<file path="config.mk">
export PLATFORM = sky130hd
export DESIGN_NAME = aux_req_engine
export DESIGN_NICKNAME = d
export VERILOG_FILES = /design/src/rtl/aux_req_pkg.sv /design/src/rtl/aux_byte_fifo.sv /design/src/rtl/aux_xact_ctrl.sv /design/src/rtl/aux_req_engine.sv
export SDC_FILE = /design/constraint.sdc
export NUM_CORES = 1
export LEC_CHECK = 0
export BUFFER_PORTS_ARGS = -buffer_cell sky130_fd_sc_hd__clkbuf_2
export CELL_PAD_IN_SITES_DETAIL_PLACEMENT = 0
export CELL_PAD_IN_SITES_GLOBAL_PLACEMENT = 1
export CORE_UTILIZATION = 52
export CTS_CLUSTER_DIAMETER = 50
export DETAILED_ROUTE_END_ITERATION = 16
export GPL_TIMING_DRIVEN = 1
export HOLD_SLACK_MARGIN = 0.02
export PLACE_DENSITY = 0.82
export SYNTH_ARGS = -nofsm -noshare
export SYNTH_HDL_FRONTEND = slang
export SYNTH_SLANG_ARGS = --single-unit
</file>
<file path="constraint.sdc">
create_clock -name clk -period 4.8 [get_ports clk]
set_clock_uncertainty 0.15 [all_clocks]
set_input_delay 0.96 -clock clk [delete_from_list [all_inputs] [get_ports clk]]
set_output_delay 0.96 -clock clk [all_outputs]
set_load 0.005 [all_outputs]
</file>
<file path="src/rtl/aux_req_pkg.sv">
package aux_req_pkg;

  localparam int unsigned CNT_W  = 5;   // byte count field, 0..16
  localparam int unsigned ADDR_W = 20;

  typedef enum logic [2:0] {
    CLS_NONE      = 3'd0,
    CLS_NACK      = 3'd1,
    CLS_DEFER     = 3'd2,
    CLS_ACK       = 3'd3,
    CLS_INVALID   = 3'd4,
    CLS_I2C_NACK  = 3'd5,
    CLS_I2C_DEFER = 3'd6,
    CLS_TIMEOUT   = 3'd7
  } cls_e;

  localparam logic [3:0] CMD_I2C_WR = 4'h0;
  localparam logic [3:0] CMD_I2C_RD = 4'h1;
  localparam logic [3:0] CMD_NAT_WR = 4'h8;
  localparam logic [3:0] CMD_NAT_RD = 4'h9;

  function automatic logic cmd_ok(input logic [3:0] c);
    return (c == CMD_I2C_WR) || (c == CMD_I2C_RD) ||
           (c == CMD_NAT_WR) || (c == CMD_NAT_RD);
  endfunction

  function automatic logic cmd_native(input logic [3:0] c);
    return c[3];
  endfunction

  function automatic logic cmd_read(input logic [3:0] c);
    return c[0];
  endfunction

  // coded length register -> bytes requested
  function automatic logic [CNT_W-1:0] want_bytes(input logic nopay, input logic [3:0] lc);
    return nopay ? '0 : (CNT_W'(lc) + CNT_W'(1));
  endfunction

  function automatic cls_e reply_class(input logic [1:0] code, input logic native);
    case (code)
      2'd0:    return CLS_ACK;
      2'd2:    return native ? CLS_DEFER : CLS_I2C_DEFER;
      default: return native ? CLS_NACK  : CLS_I2C_NACK;
    endcase
  endfunction

endpackage

</file>
<file path="src/rtl/aux_byte_fifo.sv">
module aux_byte_fifo #(
  parameter int DW    = 8,
  parameter int DEPTH = 16
) (
  input  logic          clk,
  input  logic          rst_n,
  input  logic          clr,
  input  logic          push,
  input  logic [DW-1:0] din,
  input  logic          pop,
  output logic [DW-1:0] head,
  output logic          full,
  output logic          empty
);
  localparam int AW = (DEPTH > 1) ? $clog2(DEPTH) : 1;
  localparam int CW = AW + 1;

  logic [DW-1:0] mem [DEPTH];
  logic [AW-1:0] wp_q, rp_q;
  logic [CW-1:0] cnt_q;
  logic          do_push, do_pop;

  function automatic logic [AW-1:0] bump(input logic [AW-1:0] p);
    return (p == AW'(DEPTH-1)) ? '0 : p + AW'(1);
  endfunction

  assign full    = (cnt_q == CW'(DEPTH));
  assign empty   = (cnt_q == '0);
  assign do_push = push && !full && !clr;
  assign do_pop  = pop && !empty && !clr;
  assign head    = mem[rp_q];

  always_ff @(posedge clk) begin
    if (do_push) mem[wp_q] <= din;
  end

  always_ff @(posedge clk or negedge rst_n) begin
    if (!rst_n) begin
      wp_q  <= '0;
      rp_q  <= '0;
      cnt_q <= '0;
    end else if (clr) begin
      wp_q  <= '0;
      rp_q  <= '0;
      cnt_q <= '0;
    end else begin
      if (do_push) wp_q <= bump(wp_q);
      if (do_pop)  rp_q <= bump(rp_q);
      cnt_q <= cnt_q + CW'(do_push) - CW'(do_pop);
    end
  end

endmodule

</file>
<file path="src/rtl/aux_xact_ctrl.sv">
module aux_xact_ctrl import aux_req_pkg::*; #(
  parameter int TO_W = 8
) (
  input  logic              clk,
  input  logic              rst_n,
  input  logic              clr,
  input  logic              start,
  input  logic [3:0]        cmd,
  input  logic [ADDR_W-1:0] addr,
  input  logic              nopay,
  input  logic [3:0]        lcode,
  input  logic [TO_W-1:0]   to_lim,
  input  logic              lk_wtake,
  input  logic              wf_empty,
  input  logic              lk_rvalid,
  input  logic              rf_full,
  input  logic              lk_rsp_valid,
  input  logic [1:0]        lk_rsp_code,
  output logic              busy,
  output logic              done,
  output logic [7:0]        status,
  output logic              lk_req,
  output logic [3:0]        lk_cmd,
  output logic [ADDR_W-1:0] lk_addr,
  output logic [CNT_W-1:0]  lk_len,
  output logic              wf_pop,
  output logic              rf_push
);
  logic              run_q, req_q;
  logic [3:0]        cmd_q;
  logic [ADDR_W-1:0] addr_q;
  logic [CNT_W-1:0]  need_q, moved_q, moved_nx;
  logic [TO_W-1:0]   tcnt_q;
  logic [7:0]        status_q;
  logic              is_rd, beat, expire, fin_rsp, good_start, bad_start;

  assign is_rd      = cmd_read(cmd_q);
  assign fin_rsp    = run_q && lk_rsp_valid;
  assign expire     = run_q && !lk_rsp_valid &&
                      (({1'b0, tcnt_q} + (TO_W+1)'(1)) >= {1'b0, to_lim});
  assign beat       = run_q && !expire && (moved_q < need_q) &&
                      (is_rd ? (lk_rvalid && !rf_full) : (lk_wtake && !wf_empty));
  assign wf_pop     = beat && !is_rd;
  assign rf_push    = beat && is_rd;
  assign moved_nx   = moved_q + CNT_W'(beat);
  assign good_start = start && !run_q && cmd_ok(cmd);
  assign bad_start  = start && !run_q && !cmd_ok(cmd);
  assign done       = fin_rsp || expire || bad_start;

  always_ff @(posedge clk or negedge rst_n) begin
    if (!rst_n) begin
      run_q    <= 1'b0;
      req_q    <= 1'b0;
      cmd_q    <= '0;
      addr_q   <= '0;
      need_q   <= '0;
      moved_q  <= '0;
      tcnt_q   <= '0;
      status_q <= '0;
    end else if (clr) begin
      run_q    <= 1'b0;
      req_q    <= 1'b0;
      status_q <= '0;
    end else begin
      req_q <= good_start;
      if (good_start) begin
        run_q    <= 1'b1;
        cmd_q    <= cmd;
        addr_q   <= addr;
        need_q   <= want_bytes(nopay, lcode);
        moved_q  <= '0;
        tcnt_q   <= '0;
        status_q <= '0;
      end else if (bad_start) begin
        status_q <= {CLS_INVALID, {CNT_W{1'b0}}};
      end else if (run_q) begin
        moved_q <= moved_nx;
        tcnt_q  <= tcnt_q + TO_W'(1);
        if (fin_rsp) begin
          run_q    <= 1'b0;
          status_q <= {reply_class(lk_rsp_code, cmd_native(cmd_q)), moved_nx};
        end else if (expire) begin
          run_q    <= 1'b0;
          status_q <= {CLS_TIMEOUT, {CNT_W{1'b0}}};
        end
      end
    end
  end

  assign busy    = run_q;
  assign status  = status_q;
  assign lk_req  = req_q;
  assign lk_cmd  = cmd_q;
  assign lk_addr = addr_q;
  assign lk_len  = need_q;

endmodule

</file>
<file path="src/rtl/aux_req_engine.sv">
module aux_req_engine import aux_req_pkg::*; #(
  parameter int          RA_W       = 4,
  parameter int          FIFO_DEPTH = 16,
  parameter int          TO_W       = 8,
  parameter int unsigned TO_RESET   = 64
) (
  input  logic              clk,
  input  logic              rst_n,
  input  logic [RA_W-1:0]   reg_addr,
  input  logic              reg_we,
  input  logic [7:0]        reg_wdata,
  input  logic              reg_re,
  output logic [7:0]        reg_rdata,
  output logic              lk_req,
  output logic [3:0]        lk_cmd,
  output logic [ADDR_W-1:0] lk_addr,
  output logic [CNT_W-1:0]  lk_len,
  output logic [7:0]        lk_wdata,
  input  logic              lk_wtake,
  input  logic [7:0]        lk_rdata,
  input  logic              lk_rvalid,
  input  logic              lk_rsp_valid,
  input  logic [1:0]        lk_rsp_code
);
  localparam logic [RA_W-1:0] R_ADR0  = RA_W'(0);
  localparam logic [RA_W-1:0] R_ADR1  = RA_W'(1);
  localparam logic [RA_W-1:0] R_ADR2  = RA_W'(2);
  localparam logic [RA_W-1:0] R_LEN   = RA_W'(3);
  localparam logic [RA_W-1:0] R_WDAT  = RA_W'(4);
  localparam logic [RA_W-1:0] R_RDAT  = RA_W'(5);
  localparam logic [RA_W-1:0] R_CTRL  = RA_W'(6);
  localparam logic [RA_W-1:0] R_STAT  = RA_W'(7);
  localparam logic [RA_W-1:0] R_CHCFG = RA_W'(8);
  localparam logic [RA_W-1:0] R_ERR   = RA_W'(9);
  localparam logic [RA_W-1:0] R_TMO   = RA_W'(10);
  localparam logic [7:0]      CLR_KEY = 8'hFF;

  logic [7:0]      adr0_q, adr1_q, adr2_q, len_q;
  logic [TO_W-1:0] tmo_q;
  logic [1:0]      err_q;
  logic [7:0]      rd_mux, rdata_q, stat_byte;
  logic            chcfg_clr, start_req, push_req, pop_req;
  logic            ovf_ev, udf_ev;
  logic            wf_full, wf_empty, wf_pop, rf_full, rf_empty, rf_push;
  logic [7:0]      rf_head;
  logic            busy, xact_done;

  // decoded host events
  assign chcfg_clr = reg_we && (reg_addr == R_CHCFG) && (reg_wdata == CLR_KEY);
  assign start_req = reg_we && (reg_addr == R_CTRL) && reg_wdata[0];
  assign push_req  = reg_we && (reg_addr == R_WDAT);
  assign pop_req   = reg_re && (reg_addr == R_RDAT);
  assign ovf_ev    = push_req && wf_full;
  assign udf_ev    = pop_req && rf_empty;

  always_ff @(posedge clk or negedge rst_n) begin
    if (!rst_n) begin
      adr0_q <= '0;
      adr1_q <= '0;
      adr2_q <= '0;
      len_q  <= '0;
      tmo_q  <= TO_W'(TO_RESET);
      err_q  <= '0;
    end else begin
      if (reg_we) begin
        case (reg_addr)
          R_ADR0:  adr0_q <= reg_wdata;
          R_ADR1:  adr1_q <= reg_wdata;
          R_ADR2:  adr2_q <= reg_wdata;
          R_LEN:   len_q  <= reg_wdata;
          R_TMO:   tmo_q  <= TO_W'(reg_wdata);
          default: ;
        endcase
      end
      if (chcfg_clr) begin
        err_q <= '0;
      end else begin
        if (ovf_ev) err_q[0] <= 1'b1;
        if (udf_ev) err_q[1] <= 1'b1;
      end
    end
  end

  aux_byte_fifo #(.DW(8), .DEPTH(FIFO_DEPTH)) u_wfifo (
    .clk(clk), .rst_n(rst_n), .clr(chcfg_clr),
    .push(push_req), .din(reg_wdata), .pop(wf_pop),
    .head(lk_wdata), .full(wf_full), .empty(wf_empty)
  );

  aux_byte_fifo #(.DW(8), .DEPTH(FIFO_DEPTH)) u_rfifo (
    .clk(clk), .rst_n(rst_n), .clr(chcfg_clr),
    .push(rf_push), .din(lk_rdata), .pop(pop_req),
    .head(rf_head), .full(rf_full), .empty(rf_empty)
  );

  aux_xact_ctrl #(.TO_W(TO_W)) u_ctrl (
    .clk(clk), .rst_n(rst_n), .clr(chcfg_clr), .start(start_req),
    .cmd(adr2_q[7:4]), .addr({adr2_q[3:0], adr1_q, adr0_q}),
    .nopay(len_q[7]), .lcode(len_q[3:0]), .to_lim(tmo_q),
    .lk_wtake(lk_wtake), .wf_empty(wf_empty),
    .lk_rvalid(lk_rvalid), .rf_full(rf_full),
    .lk_rsp_valid(lk_rsp_valid), .lk_rsp_code(lk_rsp_code),
    .busy(busy), .done(xact_done), .status(stat_byte),
    .lk_req(lk_req), .lk_cmd(lk_cmd), .lk_addr(lk_addr), .lk_len(lk_len),
    .wf_pop(wf_pop), .rf_push(rf_push)
  );

  always_comb begin
    case (reg_addr)
      R_ADR0:  rd_mux = adr0_q;
      R_ADR1:  rd_mux = adr1_q;
      R_ADR2:  rd_mux = adr2_q;
      R_LEN:   rd_mux = len_q;
      R_RDAT:  rd_mux = rf_empty ? 8'h00 : rf_head;
      R_CTRL:  rd_mux = {7'b0, busy};
      R_STAT:  rd_mux = stat_byte;
      R_ERR:   rd_mux = {6'b0, err_q};
      R_TMO:   rd_mux = 8'(tmo_q);
      default: rd_mux = 8'h00;
    endcase
  end

  always_ff @(posedge clk or negedge rst_n) begin
    if (!rst_n)      rdata_q <= '0;
    else if (reg_re) rdata_q <= rd_mux;
  end

  assign reg_rdata = rdata_q;

endmodule

</file>
Yosys cells after proc, flatten, opt, wreduce, memory -nomap -nowiden
Memory sizes are Yosys's and may differ from the RTL's.
Cells that the tools add are included.
Widths: inputs -> output; s select.
{"block": "word_totals", "register_bits": 128, "latchBits": 0, "mem_bits_rw": 256, "mem_bits_ro": 0, "input_bits": 29, "wordCells": 173, "mem_count": 2}
{"name": "u_rfifo.mem", "depth": 16, "word_bits": 8, "read_ports": 1, "rd_ports_with_merged_regs": 0, "wr": 1, "line": "aux_byte_fifo.sv:18", "rtl": "logic [DW-1:0] mem [DEPTH];"}
{"name": "u_wfifo.mem", "depth": 16, "word_bits": 8, "read_ports": 1, "rd_ports_with_merged_regs": 0, "wr": 1, "line": "aux_byte_fifo.sv:18"}
{"block": "classes", "add_sub_neg": 12, "multipliers": 0, "div_mod_pow": 0, "order_cmp": 2, "eq_ne": 23, "shifts": 0, "mux": 47, "bitwise": 1, "reduce_logical": 64}
{"operator": "$mux 8", "n": 10}
{"operator": "$pmux 8 s9", "n": 1}
{"operator": "$mux 4", "n": 12}
{"operator": "$eq 4x4->1 const B", "n": 9}
{"operator": "$mux 5", "n": 6}
{"operator": "$logic_and 1x1->1", "n": 29}
{"operator": "$add 4x1->4 const B", "n": 4}
{"operator": "$eq 4x3->1 const B", "n": 4}
{"operator": "$add 5x1->5", "n": 3}
{"operator": "$mux 1", "n": 14}
{"operator": "$reduce_and 2->1", "n": 7}
{"operator": "$reduce_bool 2->1", "n": 7}
{"operator": "$eq 5x5->1 const B", "n": 2}
{"operator": "$logic_not 1->1", "n": 10}
{"operator": "$logic_not 5->1", "n": 2}
{"operator": "$sub 5x1->5", "n": 2}
{"operator": "$add 8x1->9 const B", "n": 1}
{"operator": "$ge 9x8->1", "n": 1}
{"operator": "$add 8x1->8 const B", "n": 1}
{"operator": "$eq 4x1->1 const B", "n": 2}
{"operator": "$eq 4x2->1 const B", "n": 2}
{"operator": "$eq 8x8->1 const B", "n": 1}
{"operator": "$logic_not 4->1", "n": 2}
{"operator": "$mux 3", "n": 2}
{"operator": "13 further kinds", "n": 15}

Depth between registers and ports, before layout
{"block": "logic_depth", "ltp_word": 13, "ltp_mapped": 20}

Hierarchy
A second synthesis with hierarchy kept.
{"block": "unflattened", "hier_cells": 1169, "hier_area_um2": 16928.7}
{"module": "aux_byte_fifo", "instances": 2, "cells_per_inst": 343, "area_each_um2": 5850.6, "seq_area_each_um2": 4169.0}
{"module": "aux_xact_ctrl", "instances": 1, "cells_per_inst": 277, "area_each_um2": 2650.0, "seq_area_each_um2": 1301.2}
{"module": "aux_req_engine", "instances": 1, "cells_per_inst": 206, "area_each_um2": 2577.5, "seq_area_each_um2": 1252.5}

Least setup slack after synthesis
OpenSTA, ideal clock, no wires.
{"block": "synth_path", "kind": "input to register", "start": "input port reg_addr[0]", "end": "register u_wfifo.cnt_q[4]", "setup_time_ns": 0.077, "arrival_time_ns": 3.830, "setup_slack_ns": 0.743, "stages": 16, "path_buffers": 3, "path_cell_list": "buf_2 -> or3b_1 -> or4_1 -> buf_2 -> buf_2 -> and2_1 -> ha_1 -> inv_1 -> ha_1 -> inv_1 -> fa_1 -> inv_1 -> a21oi_1 -> nor2_1 -> or3_1 -> a21oi_1"}
{"block": "synth_via", "elab_chain_len": 8, "word_cells_on_any_way": 12, "classes_between": "2 x add/sub; 2 x eq/ne; 1 x mux; 7 x reduce/logical"}
{"element": "start, declared", "line": "aux_req_engine.sv:9", "rtl": "input logic [RA_W-1:0] reg_addr,"}
{"element": "$eq 4x4->1", "line": "aux_req_engine.sv:49", "rtl": "assign chcfg_clr = reg_we && (reg_addr == R_CHCFG) && (reg_wdata == CLR_KEY);"}
{"element": "$logic_and 1x1->1 (2 in a row)", "line": "aux_req_engine.sv:49"}
{"element": "$logic_not 1->1", "line": "aux_byte_fifo.sv:29, aux_byte_fifo.sv:30"}
{"element": "$logic_and 1x1->1", "line": "aux_byte_fifo.sv:29", "rtl": "assign do_push = push && !full && !clr;"}
{"element": "$add 5x1->5", "line": "aux_byte_fifo.sv:49", "rtl": "cnt_q <= cnt_q + CW'(do_push) - CW'(do_pop);"}
{"element": "$sub 5x1->5", "line": "aux_byte_fifo.sv:49"}
{"element": "$mux 5 *", "line": "aux_byte_fifo.sv:42", "rtl": "end else if (clr) begin"}
{"element": "end signal, assigned", "line": "aux_byte_fifo.sv:49"}
{"element": "end, declared", "line": "aux_byte_fifo.sv:20", "rtl": "logic [CW-1:0] cnt_q;"}
Every way passes the cells marked *; elsewhere a longest branch is shown, timed or not.
A chain may end at the register's enable or synchronous reset.

Final worst setup path
{"block": "layout_path", "start": "register u_ctrl.tcnt_q[2]", "end": "register u_wfifo.cnt_q[4]"}
{"block": "layout_via", "elab_chain_len": 12}
{"element": "start, declared", "line": "aux_xact_ctrl.sv:33", "rtl": "logic [TO_W-1:0] tcnt_q;"}
{"element": "start signal, assigned", "line": "aux_xact_ctrl.sv:78", "rtl": "tcnt_q <= tcnt_q + TO_W'(1);"}
{"element": "$add 8x1->9", "line": "aux_xact_ctrl.sv:40", "rtl": "(({1'b0, tcnt_q} + (TO_W+1)'(1)) >= {1'b0, to_lim});"}
{"element": "$ge 9x8->1", "line": "aux_xact_ctrl.sv:40"}
{"element": "$logic_and 1x1->1", "line": "aux_xact_ctrl.sv:39", "rtl": "assign expire = run_q && !lk_rsp_valid &&"}
{"element": "$logic_not 1->1", "line": "aux_xact_ctrl.sv:41", "rtl": "assign beat = run_q && !expire && (moved_q < need_q) &&"}
{"element": "$logic_and 1x1->1 (3 in a row)", "line": "aux_xact_ctrl.sv:41"}
{"element": "$logic_and 1x1->1", "line": "aux_xact_ctrl.sv:43", "rtl": "assign wf_pop = beat && !is_rd;"}
{"element": "$logic_and 1x1->1 (2 in a row)", "line": "aux_byte_fifo.sv:30", "rtl": "assign do_pop = pop && !empty && !clr;"}
{"element": "$sub 5x1->5", "line": "aux_byte_fifo.sv:49"}
{"element": "$mux 5", "line": "aux_byte_fifo.sv:42"}
Every way passes these cells.

==> metrics.csv <==
metric;value;unit
drt.antenna.violating_nets;0;
grt_pass1_wl;58300;um
rows;65;
synth_fa_ha_area_share;3.09;%
synth_top_flop_cell;edfxtp_1;
maxCapViolCount;0;
grt_setup_unrepaired;false;
synth.area.mux_share;12.5;%
finalCritPeriodShare;90.7;%
critPathTopFamily;simple AND/OR/NAND/NOR gates;
max_stage_delay;0.50;ns
vias;9919;
min_path_type;reg -> reg;
route.detailed.drc;0;
grt_pass1_vias;10121;
synth_area;0.0167;mm^2
min_period;4.35;ns
yosysSeqAreaShare;65.3;%
maxSlewViolCount;0;
cp.required;5.09;ns
grt_max_degree;106;
max-slew-margin-rel;28.5;%
seqCellArea;0.0109;mm^2
antenna_cells;0;
clk_pin_slew;0.06;ns
die_area;0.0328;mm^2
routed_wl;37200;um
multi_input_area;0.00534;mm^2
maxClockFrequency;230;MHz
yosys.area.top_type;edfxtp_1;
critical_path_buf_inv_count;3;
place_hpwl;24900;um
yosysWarnings;0;
crit_cells;20;
crit_type;reg -> reg;
cpMaxStageDelayCell;nor3b_1;
io_pins;75;
drive_above_1_share;23.4;%
die_h;181;um
antenna_found_initial;0;
dp_slack;0.502;ns
hold_start;u_ctrl.lk_addr[17];
dr.pass1.iters;5;
die_w;181;um
crit_path_start;u_ctrl.tcnt_q[2];
hold_depth;2;
start_util;52.8;%
grt_usage;23.3;%
holdBufCountCts;0;
p_leak;7.36;nW
synthXorXnorAreaFrac;0.945;%
dp_cells;1595;
htreeDepth;2;
rr_startpoint;u_ctrl.tcnt_q[2];
synth-edff-count;256;
port_buffers;74;
fin_nets;1305;
critPathLaunchType;flip-flop;
syn_inst;1141;
syn-mean-instance-area;14.6;um^2
cts-resized-gates;0;
yosys-top-cells-area;edfxtp_1, dfrtp_1, mux4_2;
wl_per_cell;22.3;um
critPathArrivalTime;4.64;ns
fin_tns_setup;0;ns
critPathCaptureType;flip-flop;
synth_compound_area_share;7.43;%
yosysUniqueCellTypes;71;
syn-num-nets;1210;
status;finished clean;
final_cells;1669;
syn_to_final_growth;14.1;%
clkSinkCount;384;
power_density;486;mW/mm^2
finalHoldViolCount;0;
clk_latency;0.53;ns
fillers;2417;
ys_ff_latch;384;
async_reset_ff_share;33.3;%
clk_path_buf_depth;3;
grt_overflow;0;
worstRegToRegCells;20;
place_congestion;0.854;
viasPerCell;5.94;
setup_slack;0.449;ns
ir_worst_vdd;334;uV
setup_viol;0;
post_cts_buffers;0;
synth_simple_gate_area_share;8.03;%
cts_tree;built;
coreArea;0.0316;mm^2
drt_iter0_drc;784;
numCtsBuffers;41;
synth_top_family_by_area;multiplexers;
synth_top_area_share;46.1;%
critPathMaxFanout;7;
worst_slew_pin_slew;1.06;ns
crit_chain;and2_1, nand4_1, nor2_1, xor2_1, ha_1, and3_1, nand3_1, nor3b_1, nor4_2, and2_1, ha_1, inv_1, ha_1, inv_1, fa_1, inv_1, a21oi_1, nor2_1, or3_1, a21oi_1;
cts-root-buf;clkbuf_16;
[synth_stat cells, types with 7 or more instances]
master and n:
and3_1 9, nand2b_1 9, xnor2_1 10, xor2_1 8
a31oi_1 9, buf_2 19, a22oi_1 15, o21ai_0 32
inv_1 45, nand4_1 9, nor2b_1 9, mux4_2 52
o31ai_1 7, a221oi_1 11, edfxtp_1 256, mux2i_1 35
nor2_1 44, a21oi_1 35, nor3_1 10, nand2_1 114
a22o_1 17, a211oi_1 7, ha_1 38, mux2_2 50
nand3_1 28, and2_1 22, clkbuf_1 32, dfrtp_1 127
[metal layers]
metal | up-vias | track usage, % | wire length [um]
met3 | 70 | 3.51 | 2110
li1 | 4525 | - | -
met5 | - | 0 | 0
met1 | 5023 | 32.1 | 15900
met2 | 301 | 37.7 | 17900
met4 | 0 | 8.98 | 1260
[power by group]
group          internal (mW)  switching [mW]  total (mW)
Sequential              3.77           0.329        4.10
Combinational          0.885           0.891        1.78
Clock                   2.11            1.26        3.37
Total                   6.77            2.48        9.25
[cell families after synthesis]
family,after synthesis
AND/OR/NAND/NOR,279
multiplexers,137
AO/OA/AOI/OAI,178
buffers and inverters,105
flip-flops,384
adder cells (fa/ha/maj),40
XOR/XNOR,18
[worst min-delay path, stage by stage, from the launching register on]
cell	delay, ns
dfrtp_1	0.34
nand2_1	0.05
nand2_1	0.05
[registers in the layout, summed over array words and instances, names as in the netlist, 2 cells and up]
signal,cells
u_ctrl.lk_cmd,4
adr1_q,8
u_wfifo.mem,128
tmo_q,8
u_rfifo.mem,128
u_rfifo.wp_q,4
u_rfifo.rp_q,4
u_ctrl.moved_q,5
adr2_q,8
u_wfifo.wp_q,4
u_ctrl.status,8
u_ctrl.lk_len,5
u_rfifo.cnt_q,5
reg_rdata,8
u_ctrl.tcnt_q,8
u_wfifo.cnt_q,5
adr0_q,8
len_q,8
err_q,2
u_ctrl.lk_addr,20
u_wfifo.rp_q,4
[layout by cell type, fill, tap and decap left out, types with 10 or more instances in the layout]
| cell | netlist | final |
|---|---|---|
| nor3_1 | 10 | 10 |
| ha_1 | 38 | 38 |
| mux2_2 | 50 | 50 |
| o21ai_0 | 32 | 32 |
| nand2_1 | 114 | 114 |
| a22oi_1 | 15 | 15 |
| nand3_1 | 28 | 28 |
| a22o_1 | 17 | 17 |
| nor2_1 | 44 | 44 |
| mux4_2 | 52 | 52 |
| inv_1 | 45 | 45 |
| clkbuf_2 | 0 | 73 |
| a21oi_1 | 35 | 35 |
| mux2i_1 | 35 | 35 |
| buf_4 | 3 | 36 |
| xnor2_1 | 10 | 10 |
| dfrtp_1 | 127 | 125 |
| and2_1 | 22 | 22 |
| edfxtp_1 | 256 | 256 |
| a221oi_1 | 11 | 11 |
| clkbuf_16 | 0 | 43 |
[stage by stage]
stage          util [%]  hold WS (ns)  area [um^2]  total power [mW]
2_1_floorplan         -         0.297        16700              5.33
3_3_place_gp       55.7         0.308        17600              5.90
3_5_place_dp       55.7         0.312        17600              5.94
4_1_cts            60.3         0.325        19000              9.33
5_1_grt            60.3         0.343        19000              9.65
6_report           60.3         0.323        19000              9.25
[path summary, 6_finish.rpt]
kind / endpoint / slack [ns]
max in group asynchronous: tmo_q[6] / 3.11
hold / removal: u_ctrl.lk_addr[17] / 0.32
setup / recovery: u_wfifo.cnt_q[4] / 0.45
min in group asynchronous: u_ctrl.lk_addr[0] / 0.41
setup reg to reg: u_wfifo.cnt_q[4] / 0.45
hold reg to reg: u_ctrl.lk_addr[17] / 0.32
[final cells by class]
cell class                      instances  area share [%]
Sequential cell                       384            57.3
Multi-Input combinational cell        652            28.1
Clock buffer                           50            5.95
Timing Repair Buffer                  110            3.40
Tap cell                              402            2.64
Clock inverter                         24            1.74
Inverter                               47           0.927
Note: power is estimated with default switching activity, not from simulation.
